--- src/rtl/rxfb_pkg.sv ---
package rxfb_pkg;

    localparam int ID_W   = 11;
    localparam int CYC_W  = 6;
    localparam int WORD_W = 16;
    localparam int WORDS  = 4;
    localparam int DATA_W = WORD_W * WORDS;

    typedef struct packed {
        logic [ID_W-1:0]   id;
        logic [CYC_W-1:0]  cyc;
        logic [DATA_W-1:0] data;
    } frame_t;

    typedef struct packed {
        logic              en;
        logic [ID_W-1:0]   id;
        logic [CYC_W-1:0]  base;
        logic [CYC_W-1:0]  mask;
    } slot_flt_t;

    typedef struct packed {
        logic            en;
        logic [ID_W-1:0] lo;
        logic [ID_W-1:0] hi;
    } range_flt_t;

    function automatic logic cycle_hit(input logic [CYC_W-1:0] cyc,
                                       input logic [CYC_W-1:0] base,
                                       input logic [CYC_W-1:0] mask);
        return (cyc & mask) == base;
    endfunction

    function automatic logic id_in_range(input logic [ID_W-1:0] id,
                                         input range_flt_t r);
        return r.en && (id >= r.lo) && (id <= r.hi);
    endfunction

endpackage

--- src/rtl/rxfb_filter.sv ---
module rxfb_filter
    import rxfb_pkg::*;
#(
    parameter int NUM_BUF = 8,
    parameter int CFG_IW  = 4
) (
    input  logic               clk,
    input  logic               rst,
    input  logic               cfg_we,
    input  logic [CFG_IW-1:0]  cfg_idx,
    input  logic               cfg_en,
    input  logic [ID_W-1:0]    cfg_id_a,
    input  logic [ID_W-1:0]    cfg_id_b,
    input  logic [CYC_W-1:0]   cfg_base,
    input  logic [CYC_W-1:0]   cfg_mask,
    input  logic [ID_W-1:0]    key_id,
    input  logic [CYC_W-1:0]   key_cyc,
    output logic [NUM_BUF-1:0] slot_hit,
    output logic               fifo_hit
);

    logic [NUM_BUF-1:0] raw_hit;
    range_flt_t         rng_q;

    // One filter register and comparator per slot
    for (genvar g = 0; g < NUM_BUF; g++) begin : g_slot
        slot_flt_t flt_q;

        always_ff @(posedge clk) begin
            if (rst) begin
                flt_q <= '0;
            end else if (cfg_we && (cfg_idx == CFG_IW'(g))) begin
                flt_q <= '{en: cfg_en, id: cfg_id_a, base: cfg_base, mask: cfg_mask};
            end
        end

        assign raw_hit[g] = flt_q.en && (flt_q.id == key_id)
                          && cycle_hit(key_cyc, flt_q.base, flt_q.mask);
    end

    always_ff @(posedge clk) begin
        if (rst) begin
            rng_q <= '0;
        end else if (cfg_we && (cfg_idx == CFG_IW'(NUM_BUF))) begin
            rng_q <= '{en: cfg_en, lo: cfg_id_a, hi: cfg_id_b};
        end
    end

    // Lowest set bit wins: isolate it with two's complement
    assign slot_hit = raw_hit & (~raw_hit + NUM_BUF'(1));
    assign fifo_hit = (raw_hit == '0) && id_in_range(key_id, rng_q);

endmodule

--- src/rtl/rxfb_slots.sv ---
module rxfb_slots
    import rxfb_pkg::*;
#(
    parameter int NUM_BUF = 8,
    parameter int RD_IW   = 3
) (
    input  logic               clk,
    input  logic               rst,
    input  logic [NUM_BUF-1:0] wr_vec,
    input  frame_t             wr_frame,
    input  logic               rd_en,
    input  logic [RD_IW-1:0]   rd_idx,
    output frame_t             rd_frame,
    output logic [NUM_BUF-1:0] new_data,
    output logic [NUM_BUF-1:0] overrun
);

    frame_t slots [NUM_BUF];

    for (genvar g = 0; g < NUM_BUF; g++) begin : g_slot
        frame_t slot_q;
        logic   nd_q;
        logic   ov_q;
        logic   rd_this;

        assign rd_this = rd_en && (rd_idx == RD_IW'(g));

        always_ff @(posedge clk) begin
            if (rst) begin
                slot_q <= '0;
                nd_q   <= 1'b0;
                ov_q   <= 1'b0;
            end else if (wr_vec[g]) begin
                slot_q <= wr_frame;
                nd_q   <= 1'b1;
                if (nd_q && !rd_this) begin
                    ov_q <= 1'b1;
                end
            end else if (rd_this) begin
                nd_q <= 1'b0;
            end
        end

        assign slots[g]    = slot_q;
        assign new_data[g] = nd_q;
        assign overrun[g]  = ov_q;
    end

    // Read sees the stored value before this edge's write
    assign rd_frame = slots[rd_idx];

endmodule

--- src/rtl/rxfb_fifo.sv ---
module rxfb_fifo
    import rxfb_pkg::*;
#(
    parameter int DEPTH = 8,
    parameter int CNT_W = $clog2(DEPTH + 1)
) (
    input  logic             clk,
    input  logic             rst,
    input  logic             push,
    input  frame_t           push_frame,
    input  logic             pop,
    output frame_t           head,
    output logic [CNT_W-1:0] count,
    output logic             ovf
);

    localparam int AW = (DEPTH > 1) ? $clog2(DEPTH) : 1;

    frame_t         mem [DEPTH];
    logic [AW-1:0]  wp_q;
    logic [AW-1:0]  rp_q;
    logic           full;
    logic           accept;
    logic           take;

    function automatic logic [AW-1:0] ptr_inc(input logic [AW-1:0] p);
        return (p == AW'(DEPTH - 1)) ? '0 : p + AW'(1);
    endfunction

    assign full   = (count == CNT_W'(DEPTH));
    assign accept = push && !full;
    assign take   = pop && (count != '0);

    always_ff @(posedge clk) begin
        if (accept) begin
            mem[wp_q] <= push_frame;
        end
    end

    always_ff @(posedge clk) begin
        if (rst) begin
            wp_q  <= '0;
            rp_q  <= '0;
            count <= '0;
            ovf   <= 1'b0;
        end else begin
            if (accept) begin
                wp_q <= ptr_inc(wp_q);
            end
            if (take) begin
                rp_q <= ptr_inc(rp_q);
            end
            if (push && full) begin
                ovf <= 1'b1;
            end
            count <= count + CNT_W'(accept) - CNT_W'(take);
        end
    end

    assign head = mem[rp_q];

endmodule

--- src/rtl/rx_filter_msgbuf.sv ---
module rx_filter_msgbuf
    import rxfb_pkg::*;
#(
    parameter int NUM_BUF    = 8,
    parameter int FIFO_DEPTH = 8,
    localparam int CFG_IW    = $clog2(NUM_BUF + 1),
    localparam int RD_IW     = (NUM_BUF > 1) ? $clog2(NUM_BUF) : 1,
    localparam int CNT_W     = $clog2(FIFO_DEPTH + 1)
) (
    input  logic               clk,
    input  logic               rst,
    input  logic               cfg_we,
    input  logic [CFG_IW-1:0]  cfg_idx,
    input  logic               cfg_en,
    input  logic [ID_W-1:0]    cfg_id_a,
    input  logic [ID_W-1:0]    cfg_id_b,
    input  logic [CYC_W-1:0]   cfg_base,
    input  logic [CYC_W-1:0]   cfg_mask,
    input  logic               fr_valid,
    input  logic [ID_W-1:0]    fr_id,
    input  logic [CYC_W-1:0]   fr_cycle,
    input  logic [DATA_W-1:0]  fr_data,
    input  logic               rd_req,
    input  logic               rd_sel_fifo,
    input  logic [RD_IW-1:0]   rd_idx,
    output logic               rd_valid,
    output logic [ID_W-1:0]    rd_id,
    output logic [CYC_W-1:0]   rd_cycle,
    output logic [DATA_W-1:0]  rd_data,
    output logic [NUM_BUF-1:0] new_data,
    output logic [NUM_BUF-1:0] overrun,
    output logic [CNT_W-1:0]   fifo_count,
    output logic               fifo_ovf
);

    frame_t             in_frame;
    frame_t             slot_rd_frame;
    frame_t             fifo_head;
    frame_t             rd_q;
    logic [NUM_BUF-1:0] slot_hit;
    logic [NUM_BUF-1:0] wr_vec;
    logic               fifo_hit;
    logic               rd_slot;
    logic               rd_pop;
    logic               pop_ok;

    assign in_frame = '{id: fr_id, cyc: fr_cycle, data: fr_data};
    assign wr_vec   = fr_valid ? slot_hit : '0;
    assign rd_slot  = rd_req && !rd_sel_fifo;
    assign rd_pop   = rd_req && rd_sel_fifo;
    assign pop_ok   = rd_pop && (fifo_count != '0);

    rxfb_filter #(.NUM_BUF(NUM_BUF), .CFG_IW(CFG_IW)) u_filter (
        .clk      (clk),
        .rst      (rst),
        .cfg_we   (cfg_we),
        .cfg_idx  (cfg_idx),
        .cfg_en   (cfg_en),
        .cfg_id_a (cfg_id_a),
        .cfg_id_b (cfg_id_b),
        .cfg_base (cfg_base),
        .cfg_mask (cfg_mask),
        .key_id   (fr_id),
        .key_cyc  (fr_cycle),
        .slot_hit (slot_hit),
        .fifo_hit (fifo_hit)
    );

    rxfb_slots #(.NUM_BUF(NUM_BUF), .RD_IW(RD_IW)) u_slots (
        .clk      (clk),
        .rst      (rst),
        .wr_vec   (wr_vec),
        .wr_frame (in_frame),
        .rd_en    (rd_slot),
        .rd_idx   (rd_idx),
        .rd_frame (slot_rd_frame),
        .new_data (new_data),
        .overrun  (overrun)
    );

    rxfb_fifo #(.DEPTH(FIFO_DEPTH), .CNT_W(CNT_W)) u_fifo (
        .clk        (clk),
        .rst        (rst),
        .push       (fr_valid && fifo_hit),
        .push_frame (in_frame),
        .pop        (rd_pop),
        .head       (fifo_head),
        .count      (fifo_count),
        .ovf        (fifo_ovf)
    );

    // Registered host read result
    always_ff @(posedge clk) begin
        if (rst) begin
            rd_valid <= 1'b0;
            rd_q     <= '0;
        end else begin
            rd_valid <= rd_slot || pop_ok;
            if (rd_slot) begin
                rd_q <= slot_rd_frame;
            end else if (pop_ok) begin
                rd_q <= fifo_head;
            end
        end
    end

    assign rd_id    = rd_q.id;
    assign rd_cycle = rd_q.cyc;
    assign rd_data  = rd_q.data;

endmodule

--- config.mk ---
export PLATFORM = sky130hd
export DESIGN_NAME = rx_filter_msgbuf
export DESIGN_NICKNAME = d
export VERILOG_FILES = /design/src/rtl/rxfb_pkg.sv /design/src/rtl/rxfb_filter.sv /design/src/rtl/rxfb_slots.sv /design/src/rtl/rxfb_fifo.sv /design/src/rtl/rx_filter_msgbuf.sv
export SDC_FILE = /design/constraint.sdc
export NUM_CORES = 2
export LEC_CHECK = 0
export BUFFER_PORTS_ARGS = -buffer_cell sky130_fd_sc_hd__buf_4
export CAP_MARGIN = 20
export CORE_UTILIZATION = 45
export DETAILED_ROUTE_END_ITERATION = 8
export GPL_TIMING_DRIVEN = 0
export HOLD_SLACK_MARGIN = 0.02
export PLACE_DENSITY = 0.71
export SLEW_MARGIN = 10
export SYNTH_ARGS = -nofsm -noshare
export SYNTH_HDL_FRONTEND = slang
export SYNTH_SLANG_ARGS = --single-unit
--- constraint.sdc ---
create_clock -name clk -period 11.45 [get_ports clk]
set_input_delay 1.145 -clock clk [delete_from_list [all_inputs] [get_ports clk]]
set_output_delay 1.145 -clock clk [all_outputs]
set_load 0.05 [all_outputs]
==> qor.yml <==
status: "finished clean"
clk_path_buf_depth: 3
grt_pass1_wl_mm: 302
relSlewSlack_pct: 15.0
placed_cells: 8094
hold_violations: 0
rsz0062_at_grt: "false"
path_class: "input pin to flip-flop"
p_leak_nw: 25.3
grt_max_degree: 17
holdBufCountCts: 0
r2r-end: "u_fifo.mem[3][45]$_DFFE_PP_"
final.setup.tns_ps: 0
worst_slew_pin_slew_ps: 1280
hold_end: "u_slots.g_slot[1].slot_q[37]$_SDFFE_PP0P_"
cp.required_ps: 11950
worstReg2RegStart: "u_filter.rng_q[8]$_SDFFE_PP0P_"
place_area_mm2: 0.0724
cts_tree: "built"
ys_warn_count: 0
die_area_mm2: 0.151
clock.fmax_mhz: 184
synth_top_area_share_pct: 29.0
drt_iter0_drc: 5435
fin_crit_ps: 5440
power_density_mw_per_mm2: 164
fp.dieH_um: 389
grtUsageTotal_pct: 26.5
synth_edf_count: 648
fin_area_mm2: 0.0778
nets: 6492
numCtsBuffers: 162
clkTransAtPathRegs_ps: 60
drive_gt1_share_pct: 15.8
fin_hold_ws_ps: 449
cts_setup_buffers: 0
worst_skew_pair.late_latency_ps: 830
cp-end-kind: "flip-flop"
area_delta_synth_final_pct: 15.4
gr-total-overflow: 0
netlist_area_mm2: 0.0674
synth_most_common_cell: "dfxtp_1"
ctsRootBufferMaster: "clkbuf_16"
synthTopCellsByArea: "dfxtp_1 (29%), edfxtp_1 (29%), mux4_2 (11%)"
ant_nets: 0
ctsResizeCount: 0
holdPathStages: 2
startpoint_type: "input pin"
syn_area_per_cell_um2: 11.5
async_flop_share_pct: 0
start_util_pct: 45.5
core_area_mm2: 0.148
nFillCells: 12503
antenna_found_initial: 12
finalMaxSlewViolations: 0
synth.top_cells.by_count: "dfxtp_1 (975), nand2_1 (970), edfxtp_1 (648), a21oi_1 (642), mux2i_1 (410)"
ff2ff_path_depth: 14
hp-start: "u_slots.g_slot[1].slot_q[37]$_SDFFE_PP0P_"
rows: 141
maxCapViolCount: 0
yosysSeqAreaShare_pct: 57.8
synth_flop_cell: "dfxtp_1"
yosysTopAreaCell: "dfxtp_1"
ys_types: 63
drc_errors: 0
place_congestion: 0.939
hpwl_mm: 144
wl_per_cell_um: 24.5
vias: 49452
worstHoldPathType: "flip-flop to flip-flop"
path_max_fanout: 10
clock-skew-final_ps: 68.4
firstDrtPassIters: 6
ir_drop_v: 0.000132
chipWidth_um: 389
viasPerCell: 5.89
fin_crit_sh_pct: 47.5
portBuffers: 204
setup_violations: 0
synthCells: 5862
multiInputGateArea_mm2: 0.0259
arrival_ps: 5940
io_pins: 232
fin_cells: 8403
wirelength_mm: 206
ctsHtreeMaxLevel: 4
rrSetupSlack_ps: 7090
seq_area_mm2: 0.0390
grt_pass1_vias: 47972
synthesis.nets: 6024
synth-seq-cells: 1623
total_power_mw: 12.7
numClockSinks: 1623
[flip-flops by register name, summed over array words and instances (netlist names), named ones only]
name and count:
rd_data 64, u_fifo.ovf 1, u_filter.g_slot.flt_q 192, rd_cycle 6
u_fifo.rp_q 3, u_slots.g_slot.slot_q 648, rd_id 11, u_slots.g_slot.ov_q 8
u_fifo.count 4, u_fifo.wp_q 3, u_filter.rng_q 23, u_fifo.mem 648
rd_valid 1, u_slots.g_slot.nd_q 8
[per-layer routing]
| layer | global-route usage (%) | share of wire [%] |
|---|---|---|
| met5 | 0 | 0.028 |
| met3 | 6.89 | 11 |
| met1 | 34.5 | 39 |
| met4 | 11.9 | 4.7 |
| met2 | 41.6 | 46 |
[through the flow]
step           utilization (%)  setup slack (ps)
3_3_place_gp              48.2            -10530
4_1_cts                   52.5              6180
6_report                  52.5              6010
3_5_place_dp              48.8              5330
2_1_floorplan                -             -55.6
5_1_grt                   52.5              5940
[layout by cell type (no fill, tap or decap), types with 8 or more instances in the layout]
cell type	instances
dfxtp_1	975
nand2_1	970
edfxtp_1	648
a21oi_1	642
clkbuf_1	433
mux2i_1	410
nor2_1	352
mux4_2	324
buf_4	284
nand3_1	168
a211oi_1	165
clkbuf_16	163
o21ai_0	135
xnor2_1	86
nor2b_1	84
buf_1	71
buf_2	58
nand4_1	46
xor2_1	39
clkbuf_2	35
inv_1	34
buf_6	33
ha_1	32
o21ai_1	30
clkbuf_8	26
clkinv_2	24
and3_1	12
nor4_1	12
buf_8	12
nand3b_1	11
clkinv_1	10
o211ai_1	8
a21o_1	8
bufinv_16	8
[power by group]
part / switching, mW / leakage, nW / internal [mW]
sequential: 0.0440 / 13.7 / 6.06
clock: 2.34 / 2.62 / 3.01
combinational: 0.847 / 8.98 / 0.422
total: 3.23 / 25.3 / 9.49
[worst max path at each step]
stage	from	endpoint	slack, ps	depth (start not counted)
5_1_grt	fr_id[0]	u_fifo.mem[3][15]$_DFFE_PP_	5940	17
4_1_cts	fr_id[0]	u_fifo.mem[3][15]$_DFFE_PP_	6180	17
6_report	fr_id[0]	u_fifo.mem[3][45]$_DFFE_PP_	6010	17
3_5_place_dp	fr_id[0]	u_fifo.mem[3][16]$_DFFE_PP_	5330	17
2_1_floorplan	fr_id[0]	u_fifo.mem[4][0]$_DFFE_PP_	-60	12
3_3_place_gp	fr_id[0]	u_fifo.mem[0][15]$_DFFE_PP_	-10530	13
[worst max-delay path, stage by stage]
cell      delay, ps
buf_4           160
buf_2           380
clkbuf_1        600
inv_1           170
ha_1            320
nand2b_1         90
a21o_1          110
a21oi_1          90
o221a_2         260
a211oi_1        270
buf_4           240
nand4b_1        220
buf_2           310
nor3_2          700
buf_4           350
buf_4           240
buf_4           250
[cells by family after synthesis]
family | synth area share [%]
AND/OR/NAND/NOR | 10.8
flip-flops | 57.8
AO/OA/AOI/OAI | 8.41
multiplexers | 16.9
buffers and inverters | 3.77
XOR/XNOR | 1.62
adder cells (fa/ha/maj) | 0.624
[cell type report]
type,instances,area share (%)
clock buffers,234,5.92
flip-flops and latches,1623,50.1
clock inverters,66,0.991
diodes,7,0.0225
plain buffers,579,3.12
well taps,1930,3.10
repair buffers,304,3.21
inverters,35,0.169
multi-input cells,3625,33.4
Note: power is estimated with default switching activity, not from simulation.
